==> src/rtl/tfd_pkg.sv <==
package tfd_pkg;

  typedef enum logic [3:0] {
    RG_NONE,
    RG_DATA,
    RG_ERRFEAT,
    RG_SECCNT,
    RG_SECNUM,
    RG_CYLLO,
    RG_CYLHI,
    RG_DEVHEAD,
    RG_STATCMD,
    RG_ALTCTL,
    RG_DRVADDR
  } reg_e;

  localparam logic [7:0] SECCNT_DFLT = 8'h01;
  localparam logic [7:0] SECNUM_DFLT = 8'h01;

  function automatic reg_e decode_reg(input logic cmd_n, input logic ctl_n,
                                      input logic [2:0] a);
    reg_e r;
    r = RG_NONE;
    if (!cmd_n && ctl_n) begin
      case (a)
        3'd0: r = RG_DATA;
        3'd1: r = RG_ERRFEAT;
        3'd2: r = RG_SECCNT;
        3'd3: r = RG_SECNUM;
        3'd4: r = RG_CYLLO;
        3'd5: r = RG_CYLHI;
        3'd6: r = RG_DEVHEAD;
        default: r = RG_STATCMD;
      endcase
    end else if (cmd_n && !ctl_n) begin
      if (a == 3'd6)      r = RG_ALTCTL;
      else if (a == 3'd7) r = RG_DRVADDR;
    end
    return r;
  endfunction

  function automatic logic read_ok(input reg_e r, input logic sel);
    return sel && (r != RG_NONE);
  endfunction

  function automatic logic write_ok(input reg_e r, input logic sel);
    if (r == RG_NONE || r == RG_DRVADDR) return 1'b0;
    if (r == RG_DEVHEAD || r == RG_ALTCTL) return 1'b1;
    return sel;
  endfunction

  function automatic logic [7:0] drive_addr_byte(input logic [3:0] head,
                                                 input logic drv);
    return {2'b11, ~head, ~drv, drv};
  endfunction

endpackage

==> src/rtl/tfd_strobe_sync.sv <==
module tfd_strobe_sync #(
  parameter int STAGES = 2
) (
  input  logic clk,
  input  logic rst_n,
  input  logic strobe_n,
  output logic done
);
  localparam int N = (STAGES < 2) ? 2 : STAGES;

  logic [N-1:0] sh;
  logic         prev;

  always_ff @(posedge clk or negedge rst_n) begin
    if (!rst_n) begin
      sh   <= '1;
      prev <= 1'b1;
    end else begin
      sh   <= {sh[N-2:0], strobe_n};
      prev <= sh[N-1];
    end
  end

  assign done = sh[N-1] & ~prev;
endmodule

==> src/rtl/tfd_regs.sv <==
module tfd_regs
  import tfd_pkg::*;
#(
  parameter int DATA_W = 16
) (
  input  logic              clk,
  input  logic              rst_n,
  input  logic              wr_evt,
  input  reg_e              wr_reg,
  input  logic              wr_allow,
  input  logic [DATA_W-1:0] wdata,
  output logic              cmd_valid,
  output logic [7:0]        cmd_code,
  output logic              data_wr,
  output logic [DATA_W-1:0] reg_data,
  output logic [7:0]        reg_features,
  output logic [7:0]        reg_seccnt,
  output logic [7:0]        reg_secnum,
  output logic [7:0]        reg_cyl_lo,
  output logic [7:0]        reg_cyl_hi,
  output logic [7:0]        reg_dev_head,
  output logic              srst,
  output logic              nien
);
  logic we;
  assign we = wr_evt && wr_allow && (!srst || wr_reg == RG_ALTCTL);

  always_ff @(posedge clk or negedge rst_n) begin
    if (!rst_n) begin
      srst <= 1'b0;
      nien <= 1'b0;
    end else if (we && wr_reg == RG_ALTCTL) begin
      srst <= wdata[2];
      nien <= wdata[1];
    end
  end

  always_ff @(posedge clk or negedge rst_n) begin
    if (!rst_n) begin
      reg_data     <= '0;
      reg_features <= '0;
      reg_seccnt   <= SECCNT_DFLT;
      reg_secnum   <= SECNUM_DFLT;
      reg_cyl_lo   <= '0;
      reg_cyl_hi   <= '0;
      reg_dev_head <= '0;
      cmd_valid    <= 1'b0;
      cmd_code     <= '0;
      data_wr      <= 1'b0;
    end else if (srst) begin
      reg_data     <= '0;
      reg_features <= '0;
      reg_seccnt   <= SECCNT_DFLT;
      reg_secnum   <= SECNUM_DFLT;
      reg_cyl_lo   <= '0;
      reg_cyl_hi   <= '0;
      reg_dev_head <= '0;
      cmd_valid    <= 1'b0;
      data_wr      <= 1'b0;
    end else begin
      cmd_valid <= 1'b0;
      data_wr   <= 1'b0;
      if (we) begin
        case (wr_reg)
          RG_DATA: begin
            reg_data <= wdata;
            data_wr  <= 1'b1;
          end
          RG_ERRFEAT: reg_features <= wdata[7:0];
          RG_SECCNT:  reg_seccnt   <= wdata[7:0];
          RG_SECNUM:  reg_secnum   <= wdata[7:0];
          RG_CYLLO:   reg_cyl_lo   <= wdata[7:0];
          RG_CYLHI:   reg_cyl_hi   <= wdata[7:0];
          RG_DEVHEAD: reg_dev_head <= wdata[7:0];
          RG_STATCMD: begin
            cmd_valid <= 1'b1;
            cmd_code  <= wdata[7:0];
          end
          default: ;
        endcase
      end
    end
  end
endmodule

==> src/rtl/tfd_irq.sv <==
module tfd_irq (
  input  logic clk,
  input  logic rst_n,
  input  logic soft_rst,
  input  logic set,
  input  logic clr,
  input  logic sel,
  input  logic nien,
  output logic pending,
  output logic line,
  output logic line_oe
);
  always_ff @(posedge clk or negedge rst_n) begin
    if (!rst_n)        pending <= 1'b0;
    else if (soft_rst) pending <= 1'b0;
    else if (set)      pending <= 1'b1;
    else if (clr)      pending <= 1'b0;
  end

  assign line_oe = pending && sel && !nien;
  assign line    = line_oe;
endmodule

==> src/rtl/tfile_decoder.sv <==
module tfile_decoder
  import tfd_pkg::*;
#(
  parameter int   DATA_W   = 16,
  parameter int   SYNC_STG = 2,
  parameter logic DRIVE_ID = 1'b0
) (
  input  logic              clk,
  input  logic              rst_n,
  input  logic              cs_cmd_n,
  input  logic              cs_ctl_n,
  input  logic [2:0]        addr,
  input  logic              host_rd_n,
  input  logic              host_wr_n,
  input  logic [DATA_W-1:0] host_wdata,
  output logic [DATA_W-1:0] host_rdata,
  output logic              host_rdata_oe,
  output logic              intrq,
  output logic              intrq_oe,
  input  logic [7:0]        eng_status,
  input  logic [7:0]        eng_error,
  input  logic [DATA_W-1:0] eng_rdata,
  input  logic              eng_irq_set,
  output logic              cmd_valid,
  output logic [7:0]        cmd_code,
  output logic              data_wr,
  output logic              data_rd,
  output logic [DATA_W-1:0] reg_data,
  output logic [7:0]        reg_features,
  output logic [7:0]        reg_seccnt,
  output logic [7:0]        reg_secnum,
  output logic [7:0]        reg_cyl_lo,
  output logic [7:0]        reg_cyl_hi,
  output logic [7:0]        reg_dev_head,
  output logic              srst_o,
  output logic              nien_o,
  output logic              irq_pending
);
  localparam int PAD_W = DATA_W - 8;

  reg_e acc_reg;
  logic drv_match;
  logic rd_evt;
  logic wr_evt;
  logic stat_clr_evt;
  logic irq_clr;

  assign acc_reg   = decode_reg(cs_cmd_n, cs_ctl_n, addr);
  assign drv_match = (reg_dev_head[4] == DRIVE_ID);

  tfd_strobe_sync #(.STAGES(SYNC_STG)) u_rd_sync (
    .clk(clk), .rst_n(rst_n), .strobe_n(host_rd_n), .done(rd_evt)
  );

  tfd_strobe_sync #(.STAGES(SYNC_STG)) u_wr_sync (
    .clk(clk), .rst_n(rst_n), .strobe_n(host_wr_n), .done(wr_evt)
  );

  tfd_regs #(.DATA_W(DATA_W)) u_regs (
    .clk(clk), .rst_n(rst_n),
    .wr_evt(wr_evt), .wr_reg(acc_reg),
    .wr_allow(write_ok(acc_reg, drv_match)),
    .wdata(host_wdata),
    .cmd_valid(cmd_valid), .cmd_code(cmd_code), .data_wr(data_wr),
    .reg_data(reg_data), .reg_features(reg_features),
    .reg_seccnt(reg_seccnt), .reg_secnum(reg_secnum),
    .reg_cyl_lo(reg_cyl_lo), .reg_cyl_hi(reg_cyl_hi),
    .reg_dev_head(reg_dev_head), .srst(srst_o), .nien(nien_o)
  );

  assign stat_clr_evt = rd_evt && drv_match && (acc_reg == RG_STATCMD);
  assign data_rd      = rd_evt && drv_match && (acc_reg == RG_DATA);
  assign irq_clr      = stat_clr_evt || cmd_valid;

  tfd_irq u_irq (
    .clk(clk), .rst_n(rst_n), .soft_rst(srst_o),
    .set(eng_irq_set), .clr(irq_clr), .sel(drv_match), .nien(nien_o),
    .pending(irq_pending), .line(intrq), .line_oe(intrq_oe)
  );

  assign host_rdata_oe = !host_rd_n && read_ok(acc_reg, drv_match);

  always_comb begin
    host_rdata = '0;
    if (host_rdata_oe) begin
      case (acc_reg)
        RG_DATA:    host_rdata = eng_rdata;
        RG_ERRFEAT: host_rdata = {{PAD_W{1'b0}}, eng_error};
        RG_SECCNT:  host_rdata = {{PAD_W{1'b0}}, reg_seccnt};
        RG_SECNUM:  host_rdata = {{PAD_W{1'b0}}, reg_secnum};
        RG_CYLLO:   host_rdata = {{PAD_W{1'b0}}, reg_cyl_lo};
        RG_CYLHI:   host_rdata = {{PAD_W{1'b0}}, reg_cyl_hi};
        RG_DEVHEAD: host_rdata = {{PAD_W{1'b0}}, reg_dev_head};
        RG_STATCMD,
        RG_ALTCTL:  host_rdata = {{PAD_W{1'b0}}, eng_status};
        RG_DRVADDR: host_rdata = {{PAD_W{1'b0}},
                                  drive_addr_byte(reg_dev_head[3:0], reg_dev_head[4])};
        default:    host_rdata = '0;
      endcase
    end
  end
endmodule

==> config.mk <==
export PLATFORM = sky130hd
export DESIGN_NAME = tfile_decoder
export DESIGN_NICKNAME = d
export VERILOG_FILES = /design/src/rtl/tfd_pkg.sv /design/src/rtl/tfd_strobe_sync.sv /design/src/rtl/tfd_regs.sv /design/src/rtl/tfd_irq.sv /design/src/rtl/tfile_decoder.sv
export SDC_FILE = /design/constraint.sdc
export NUM_CORES = 1
export LEC_CHECK = 0
export ABC_AREA = 1
export BUFFER_PORTS_ARGS = -buffer_cell sky130_fd_sc_hd__clkbuf_2
export CAP_MARGIN = 20
export CORE_MARGIN = 2
export CORE_UTILIZATION = 55
export CTS_CLUSTER_SIZE = 28
export DETAILED_ROUTE_END_ITERATION = 10
export PLACE_DENSITY = 0.86
export REMOVE_ABC_BUFFERS = 1
export SYNTH_ARGS = -nofsm -noshare
export SYNTH_HDL_FRONTEND = slang
export SYNTH_HIERARCHICAL = 1
export SYNTH_SLANG_ARGS = --single-unit
==> constraint.sdc <==
create_clock -name clk -period 2.9 [get_ports clk]
set_input_delay 0.145 -clock clk [delete_from_list [all_inputs] [get_ports clk]]
set_output_delay 0.145 -clock clk [all_outputs]
set_load 0.01 [all_outputs]
==> Word level (Yosys, flattened, before mapping) <==
Index checks and enable logic that the tools add are counted.
{ "op_classes": {"reduce_logical": 42, "mux": 44, "eq_ne": 17, "n_bitwise": 7} }
{ "ops": {"columns": ["op", "count"], "rows": [
  ["$mux 8", 18],
  ["$pmux 16 s9", 1],
  ["$mux 16", 4],
  ["$pmux 4 s7", 1],
  ["$eq 4x3->1 const B", 4],
  ["$mux 1", 16],
  ["$mux 4", 4],
  ["$reduce_bool 2->1", 8],
  ["$reduce_and 2->1", 7],
  ["$eq 3x3->1 const B", 4],
  ["$eq 4x4->1 const B", 3],
  ["$logic_and 1x1->1", 12],
  ["$eq 4x2->1 const B", 2],
  ["$eq 3x2->1 const B", 2],
  ["$logic_not 1->1", 5],
  ["$eq 4x1->1 const B", 1],
  ["$logic_not 4->1", 1],
  ["$logic_or 1x1->1", 4],
  ["$not 1->1", 4],
  ["$not 4->4", 1],
  ["$reduce_bool 4->1", 1],
  ["$eq 3x1->1 const B", 1],
  ["$logic_not 3->1", 1],
  ["$reduce_and 3->1", 1],
  ["3 further kinds", 4]
]} }
{ "totals": {"register_bits": 83, "word_cells": 127, "input_bits": 58, "output_inout_bits": 97} }

==> Longest topological paths before layout <==
Gate-level depths: netlist (run 1).
{ "logic_depth": {"ltp_word": 15, "mapped_depth": 16} }

==> Modules after synthesis <==
The synthesis (run 1) kept the hierarchy.
{ "by_module_without_submodules": {"columns": ["mod", "cells_per_inst", "n_inst", "area_per_inst_um2", "seq_area_each_um2"], "rows": [
  ["tfd_regs", 370, 1, 3193.1, 1904.3],
  ["tfile_decoder", 246, 1, 1197.4, 0.0],
  ["tfd_strobe_sync", 5, 2, 88.8, 78.8],
  ["tfd_irq", 8, 1, 60.1, 25.0]
]} }

==> Least setup slack after synthesis (run 1) <==
Ideal clock, no wire load.
{ "synth_timing": {"kind": "input -> register", "start": "input addr[0]", "end": "register u_regs.cmd_code[0]", "required_ns": 2.783, "arrival_time_ns": 1.912, "path_buffers": 0, "stages": 15, "setup_slack_ns": 0.871, "path_cell_list": "inv_1 ha_1 nand2_2 inv_1 nand2_1 nand2_2 nand2_2 nor2_2 nor3_1 nor2_1 nand2_1 nor2_2 nand3_1 nand2_1 nand2_1"} }
{ "synth_between": {"elab_cells_between_ends": 30, "classes_between": "eq/ne: 11; mux: 11; reduce/logical: 8"} }
{ "synth_lines": {"columns": ["item", "line_no", "text"], "rows": [
  ["from (decl)", "tfile_decoder.sv:12", "input logic [2:0] addr,"],
  ["$eq 3x3->1", "tfd_pkg.sv:25, tfd_pkg.sv:36", null],
  ["$mux 4", "tfd_pkg.sv:36", "if (a == 3'd6) r = RG_ALTCTL;"],
  ["$mux 4", "tfd_pkg.sv:35", "end else if (cmd_n && !ctl_n) begin"],
  ["$mux 4 *", "tfd_pkg.sv:24", "if (!cmd_n && ctl_n) begin"],
  ["net acc_reg[0]", "tfile_decoder.sv:41", "reg_e acc_reg;"],
  ["$eq 4x3->1 or $eq 4x4->1 (tied branches)", "tfd_pkg.sv:48, tfd_regs.sv:26", null],
  ["$logic_or 1x1->1", "tfd_pkg.sv:48", "if (r == RG_DEVHEAD || r == RG_ALTCTL) return 1'b1;"],
  ["$mux 1 (2 in a row)", "tfd_pkg.sv:48", null],
  ["$mux 1", "tfd_pkg.sv:49", "return sel;"],
  ["$mux 1", "tfd_pkg.sv:48", null],
  ["$logic_and 1x1->1 (2 in a row)", "tfd_regs.sv:26", "assign we = wr_evt && wr_allow && (!srst || wr_reg == RG_ALTCTL);"],
  ["$reduce_and 3->1 (no line) *", null, null],
  ["to (signal assigned)", "tfd_regs.sv:77", "cmd_code <= wdata[7:0];"],
  ["to (decl)", "tfd_regs.sv:13", "output logic [7:0] cmd_code,"]
]} }
Mark *: on every way through the listed nets, which the timed path passes. The rest lies on a longest branch. The select of a mux whose other input is x is not followed.
A chain may end at the register's enable or synchronous reset.

==> Final worst setup path (run 1) <==
{ "layout_timing": {"start": "input addr[0]", "end": "register u_regs.reg_data[5]"} }
{ "layout_between": {"elab_chain_cells": 15, "elab_cells_between_ends": 32, "classes_between": "eq/ne: 11; mux: 11; reduce/logical: 10"} }
{ "layout_rtl": {"columns": ["item", "line_no", "text"], "rows": [
  ["$eq 3x3->1", "tfd_pkg.sv:37", "else if (a == 3'd7) r = RG_DRVADDR;"],
  ["$mux 4", "tfd_pkg.sv:37", null],
  ["$mux 4", "tfd_pkg.sv:36", null],
  ["$mux 4", "tfd_pkg.sv:35", null],
  ["$mux 4 *", "tfd_pkg.sv:24", null],
  ["$eq 4x3->1 or $eq 4x4->1 (tied branches)", "tfd_pkg.sv:48, tfd_regs.sv:26", null],
  ["$logic_or 1x1->1", "tfd_pkg.sv:48", null],
  ["$mux 1 (2 in a row)", "tfd_pkg.sv:48", null],
  ["$mux 1", "tfd_pkg.sv:49", null],
  ["$mux 1", "tfd_pkg.sv:48", null],
  ["$logic_and 1x1->1 (2 in a row)", "tfd_regs.sv:26", null],
  ["$reduce_bool 2->1 (no line)", null, null],
  ["$reduce_and 2->1 (no line) *", null, null],
  ["to (signal assigned)", "tfd_regs.sv:66", "reg_data <= wdata;"],
  ["to (decl)", "tfd_regs.sv:15", "output logic [DATA_W-1:0] reg_data,"]
]} }
Mark *: on every way between the ends. The rest lies on a longest branch, timed or not. The select of a mux whose other input is x is not followed.

==> results of run 1 <==
==> cell families after synthesis <==
group / synth area share (%)
simple gates: 45.6
flops: 45.1
buf+inv: 7.16
compound gates: 1.08
fa+ha+maj: 1.08
==> sequential cells by signal, summed over array words and instances, names as in the netlist, 2 cells and up <==
signal               cells
u_rd_sync/sh             2
u_regs/cmd_code          8
u_regs/reg_cyl_hi        8
u_regs/reg_cyl_lo        8
u_regs/reg_data         16
u_regs/reg_dev_head      8
u_regs/reg_features      8
u_regs/reg_seccnt        8
u_regs/reg_secnum        8
u_wr_sync/sh             2
==> power breakdown <==
| part | internal [W] | switching [W] |
|---|---|---|
| clock | 0.000404 | 0.000445 |
| sequential | 0.00132 | 0.000119 |
| combinational | 0.000278 | 0.000459 |
==> synthesized netlist by cell type, types with 2 or more instances <==
cell type	n
nand3_1	106
buf_6	4
clkbuf_1	3
a21oi_2	2
a21oi_1	3
o21ai_0	2
nand4_1	13
ha_1	4
dfrtp_1	75
nand2_2	11
buf_2	2
nor3b_1	4
nor3_1	4
nand3_2	4
nor2_2	14
dfstp_2	8
nor2_4	10
buf_1	4
nor2_1	43
inv_2	13
buf_4	2
nand2_1	250
inv_1	47
==> area by class of cell <==
type	count	area (um2)	share of cell area, %
inverter	62	235	4.02
tap	105	131	2.25
sequential	83	2090	35.7
multi-input combinational	474	2210	37.8
timing repair buffer	175	983	16.8
clock inverter	7	73.8	1.26
clock buffer	9	124	2.12
==> worst max-delay path: cells and delay by family <==
family,cells,cell delay [ps]
adders and majority gates,1,240
buffers and inverters,4,580
and+or+nand+nor,11,1620
==> per-stage QoR <==
| stage | hold slack (ps) | power, W |
|---|---|---|
| 4_1_cts | 0.833 | 0.00303 |
| 6_report | 14.7 | 0.00303 |
| 3_3_place_gp | 237 | 0.00214 |
| 3_5_place_dp | 237 | 0.00217 |
| 2_1_floorplan | -151 | 0.00181 |
| 5_1_grt | 22.9 | 0.00317 |
==> placed cells by master, fill, tap and decap left out, drive strengths merged <==
master,Yosys,final
a21oi,5,5
buf,12,9
bufinv,0,1
clkbuf,3,162
clkinv,1,3
clkinvlp,0,1
dfrtp,75,75
dfstp,8,8
dlygate4sd3,0,13
ha,4,4
inv,61,64
nand2,262,262
nand3,111,111
nand4,13,13
nor2,67,67
nor3,5,5
nor3b,4,4
o21ai,2,2
o21bai,1,1
==> metal layers <==
| layer | global-route usage, % | vias to the layer above |
|---|---|---|
| met1 | 42.1 | 2330 |
| met2 | 51.5 | 305 |
| met3 | 8.30 | 50 |
| li1 | - | 2340 |
| met4 | 16.3 | 0 |
| met5 | 0 | - |
==> worst min-delay path by stage <==
stage	from	end	depth (start not counted)
floorplan	rst_n	u_irq/pending$_DFFE_PN0P_	0
global placement	host_wr_n	u_wr_sync/sh[0]$_DFF_PN1_	1
detailed placement	host_wr_n	u_wr_sync/sh[0]$_DFF_PN1_	1
CTS	host_wdata[4]	u_regs/cmd_code[4]$_DFFE_PN0P_	3
global route	host_wdata[2]	u_regs/cmd_code[2]$_DFFE_PN0P_	3
finish	host_wdata[2]	u_regs/cmd_code[2]$_DFFE_PN0P_	3
==> impl_metrics.json, run 1 <==
{
  "met1_length_um": 5650,
  "synth_area_per_cell_um2": 7.30,
  "drive_above_1_share_pct": 30.1,
  "chipHeight_um": 95.7,
  "h-tree-depth": 3,
  "tritoncts": "built",
  "globalplace.congestion": 1.04,
  "numPortBuffers": 154,
  "r2r_end": "u_regs/reg_data[5]$_DFFE_PN0P_",
  "drc": 0,
  "drtIter0Drc": 365,
  "cts.sinks": 83,
  "pwr_density_cell_nw_per_um2": 518,
  "cts.path.max_buffers": 2,
  "tns_ps": 0,
  "layout.nets": 867,
  "clkLatencyLatePin_ps": 360,
  "synth_seq_cells": 83,
  "routed-wl-met2_um": 6900,
  "min_period_over_period_pct": 79.5,
  "slowest_stage": "nand3_2",
  "hold_path.class": "input pin to flip-flop",
  "ys_types": 29,
  "design_area_um2": 5840,
  "ys_seq_area_share_pct": 45.1,
  "r2r_cells": 9,
  "outcome": "completed",
  "rows": 33,
  "rr_startpoint": "u_regs/reg_dev_head[4]$_DFFE_PN0P_",
  "via_per_inst": 5.49,
  "wl_um": 14600,
  "placeableCoreArea_um2": 8180,
  "cpPeakStageDelay_ps": 330,
  "antenna_found_initial": 0,
  "cts_resized": 0,
  "worst_slack_ps": 596,
  "placed_cells": 885,
  "grt_setup_unrepaired": "no",
  "startpoint_type": "input pin",
  "fin_worst_skew_ps": 7.80,
  "die_area_um2": 9160,
  "synth_flop_cell": "dfrtp_1",
  "maxCapViolCount": 0,
  "critPathLaunch": "addr[0]",
  "cp_cell_sequence": "clkbuf_2 -> inv_1 -> ha_1 -> nand2_2 -> nand3_2 -> nand2_4 -> nand2_2 -> nor2_2 -> nor3_1 -> nor2_1 -> nand2_1 -> inv_2 -> nand3_2 -> inv_2 -> nand2_1 -> nand2_1",
  "n_fill_cell": 692,
  "fmax_mhz": 434,
  "pin_count": 155,
  "n_antenna_cell": 0,
  "cts_setup_buffers": 0,
  "end_kind": "flip-flop",
  "ant_nets": 0,
  "ir_worst_vdd_mv": 0.383,
  "postCtsHoldBufs": 13,
  "worstMarginPinSlew_ps": 987,
  "p_leak_nw": 3.45,
  "maxUsedRoutingLayer": "met4",
  "grt_pass1_wl_um": 22600,
  "area_growth_pct": 26.3,
  "synth_top_area_share_pct": 40.6,
  "initial_utilization_pct": 56.6,
  "path_max_fanout": 18,
  "cp.arrival_ps": 2600,
  "r2r_setup_slack_ps": 920,
  "synthCells": 634,
  "dr.pass1.iters": 5,
  "layout.cells.non_filler": 915,
  "path_clk_slew_ps": 90,
  "die_w_um": 95.7,
  "root_buffer": "clkbuf_8",
  "final_core_util_pct": 71.5,
  "critPathKind": "input pin to flip-flop",
  "synth-async-reset-ratio_pct": 100,
  "cts_buffers": 9,
  "hold_viol": 0,
  "grt_pass1_vias": 4621,
  "wl_met3_um": 1490,
  "synth_edf_count": 0,
  "grt_max_degree": 84,
  "cp_data_required_time_ps": 3200,
  "gr-total-overflow": 0,
  "detail_route.wl_per_cell_um": 16.0,
  "synthTopCellsByArea": "dfrtp_1 (41%), nand2_1 (20%), nand3_1 (11%)",
  "dp_hpwl_um": 10500,
  "vias": 5025,
  "slew_headroom_pct": 34.0,
  "finalSetupViolCount": 0,
  "syn_area_um2": 4630,
  "grt.total_usage_pct": 32.7,
  "endpoint": "u_regs/reg_data[5]$_DFFE_PN0P_",
  "slew_violations": 0,
  "synth_top_cell_by_area": "dfrtp_1",
  "crit_top_cell": "nand2_1",
  "place_area_um2": 5490,
  "finalCriticalPeriod_ps": 2300,
  "synth_warnings": 6,
  "preCtsSetupSlack_ps": 297
}
No activity file was read; power rests on OpenSTA's default activity.
==> inputs of run 2 (changes only) <==
- ABC_AREA: 1 -> 0
- CORE_UTILIZATION: 55 -> 46
- PLACE_DENSITY: 0.86 -> 0.76
- clock period: 2.9 -> 1.95 ns (I/O delays scaled with it)
==> run 2 against run 1 <==
Net effect: the flow now finishes with violations (negative setup slack); clock skew increased by 2.2 ps; critical path depth decreased by 5; final cell count decreased by 11%; synthesized cell count decreased by 28%; worst hold slack improved by 20 ps; area after synthesis increased by 3.5%; power increased by 48%; non-clock buffer count increased by 60; clock-buffer cell count increased by 3; sequential power increased by 40%; largest cell class unchanged.
==> impl_metrics.json, run 2 <==
{
  "outcome": "finished, violations left",
  "violations": "negative setup slack",
  "worstMarginPinSlew_ps": 726,
  "synth_top_area_share_pct": 39.2,
  "n_fill_cell": 754,
  "maxCapViolCount": 0,
  "worst_slack_ps": -294,
  "die_area_um2": 11200,
  "area_growth_pct": 50.0,
  "via_per_inst": 5.71,
  "cp_cell_sequence": "clkbuf_16 -> clkinv_8 -> ha_4 -> or3_4 -> nand2b_1 -> nand2_1 -> o21ai_1 -> o2bb2ai_2 -> nand4b_1 -> or4_4 -> mux2_4",
  "placeableCoreArea_um2": 10200,
  "tritoncts": "built",
  "grt_pass1_vias": 4584,
  "cp_data_required_time_ps": 2200,
  "slew_violations": 0,
  "critPathKind": "input pin to flip-flop",
  "cts_buffers": 9,
  "synth_seq_cells": 83,
  "synth-async-reset-ratio_pct": 100,
  "clkLatencyLatePin_ps": 360,
  "grt_setup_unrepaired": "yes",
  "r2r_setup_slack_ps": -200,
  "p_leak_nw": 3.61,
  "path_clk_slew_ps": 80,
  "synth_edf_count": 0,
  "synthCells": 459,
  "pwr_density_cell_nw_per_um2": 624,
  "critPathTopFamily": "simple AND/OR/NAND/NOR gates",
  "hold_ws_ps": 34.9,
  "layout.nets": 735,
  "path_max_fanout": 5,
  "pin_count": 155,
  "dr.pass1.iters": 5,
  "globalplace.congestion": 0.943,
  "initial_utilization_pct": 46.8,
  "numPortBuffers": 154,
  "vias": 4649,
  "drive_above_1_share_pct": 51.9,
  "root_buffer": "clkbuf_8",
  "cts.path.max_buffers": 2,
  "h-tree-depth": 3,
  "grt_max_degree": 86,
  "ys_types": 65,
  "multi_input_area_um2": 2930,
  "final_common_cell": "clkbuf_2",
  "final_cell_mix": "clkbuf_2 (136), dfrtp_1 (74), nand2b_1 (67)",
  "detail_route.wl_per_cell_um": 20.2,
  "synth_flop_cell": "dfrtp_1",
  "synth_area_per_cell_um2": 10.4,
  "gr-total-overflow": 0,
  "finalCriticalPeriod_ps": 2240,
  "slowest_stage": "or4_4",
  "n_antenna_cell": 0,
  "synth_top_cell_by_area": "dfrtp_1",
  "fmax_mhz": 446,
  "ir_worst_vdd_mv": 0.381,
  "yosys-top-cells-count": "dfrtp_1 (75), nand2b_1 (67), mux2i_1 (52), o21ai_0 (27), clkbuf_1 (17)",
  "syn_area_um2": 4790,
  "fin_worst_skew_ps": 10.0,
  "chipHeight_um": 106,
  "synthTopCellsByArea": "dfrtp_1 (39%), mux2i_1 (11%), nand2b_1 (8.8%)",
  "regMostFlops": "u_regs/reg_data",
  "synth_warnings": 6,
  "min_period_over_period_pct": 115,
  "final_core_util_pct": 70.2,
  "ant_nets": 0,
  "die_w_um": 106,
  "startpoint_type": "input pin",
  "rows": 37,
  "grt_pass1_wl_um": 24800,
  "ys_seq_area_share_pct": 43.6,
  "cts.sinks": 83,
  "regArea_um2": 2090,
  "yosysMostFrequentCell": "dfrtp_1",
  "grt.total_usage_pct": 28.5,
  "cp.arrival_ps": 2490,
  "drtIter0Drc": 370,
  "largest_reg_flops": 16,
  "finalSetupViolCount": 91,
  "cpPeakStageDelay_ps": 560,
  "hold_path.class": "input pin to flip-flop",
  "wl_um": 16400,
  "hold_viol": 0,
  "end_kind": "flip-flop",
  "dp_hpwl_um": 11200,
  "path_buf_inv": 2,
  "drc": 0,
  "antenna_found_initial": 0,
  "slew_headroom_pct": 51.6
}
-- run 2: cells by family (layout without fill, tap and decap cells) --
kind of cell	count (synthesis)	after routing	share of synthesized area, %
multiplexers	66	66	14.8
flip-flops	83	83	43.6
AO/OA/AOI/OAI	86	87	12.3
buffers and inverters	46	262	4.88
adder cells (fa/ha/maj)	4	4	1.04
AND/OR/NAND/NOR	174	176	23.5
-- run 2: repair_timing --
item	4_1_cts	5_1_grt
setup endpoints to repair	94	93
hold buffers	16	0
hold endpoints to repair	43	0
gates resized for setup	95	82
setup buffers	4	8
pin swaps	26	36
gates cloned	4	1
-- run 2: layout make-up --
| class | count | area share (%) |
|---|---|---|
| repair buffers | 235 | 23.8 |
| clock buffers | 12 | 2.16 |
| well taps | 136 | 2.37 |
| multi-input cells | 333 | 40.8 |
| inverters | 11 | 0.854 |
| flip-flops and latches | 83 | 29.1 |
| clock inverters | 4 | 1.01 |
-- run 2: worst paths after layout --
check                                                   endpoint                               start  cells past startpoint
max in group asynchronous       u_regs/reg_seccnt[0]$_DFFE_PN1P_                               rst_n                      3
worst max register to register    u_regs/cmd_code[0]$_DFFE_PN0P_  u_regs/reg_dev_head[4]$_DFFE_PN0P_                      6
worst min-delay path            u_regs/reg_cyl_lo[3]$_DFFE_PN0P_                       host_wdata[3]                      3
worst min register to register         u_rd_sync/sh[1]$_DFF_PN1_           u_rd_sync/sh[0]$_DFF_PN1_                      0
worst max-delay path              u_regs/cmd_code[0]$_DFFE_PN0P_                             addr[1]                     11
min in group asynchronous                u_regs/nien$_DFFE_PN0P_                               rst_n                      2
-- run 2: per-layer routing --
layer  vias to the layer above  track usage (%)  wire length [um]
li1                       2095                -                 -
met1                      2290             37.2              6800
met2                       221             46.3              7950
met3                        43             7.54              1250
met4                         0             8.93               425
met5                         -                0                 0
-- run 2: report_power, final --
part	internal, W	switching, W
Clock	0.000790	0.000619
Sequential	0.00188	0.000137
Combinational	0.000499	0.000560
-- run 2: through the flow --
stage | setup WS, ps | std cells | power [W] | area, um2 | TNS, ps
2_1_floorplan | -939 | 424 | 0.00241 | 4600 | -60710
3_3_place_gp | -660 | 767 | 0.00287 | 5990 | -49750
3_5_place_dp | -780 | 767 | 0.00289 | 5990 | -58010
4_1_cts | -189 | 807 | 0.00444 | 6880 | -8210
5_1_grt | -305 | 814 | 0.00467 | 7180 | -17380
6_report | -294 | 814 | 0.00448 | 7180 | -13810
-- run 2: worst reg2reg max path: stages (launching register included) --
cell	delay [ps]
dfrtp_1	440
buf_4	210
nand2_1	100
o2bb2ai_2	150
nand4b_1	250
or4_4	560
mux2_4	330
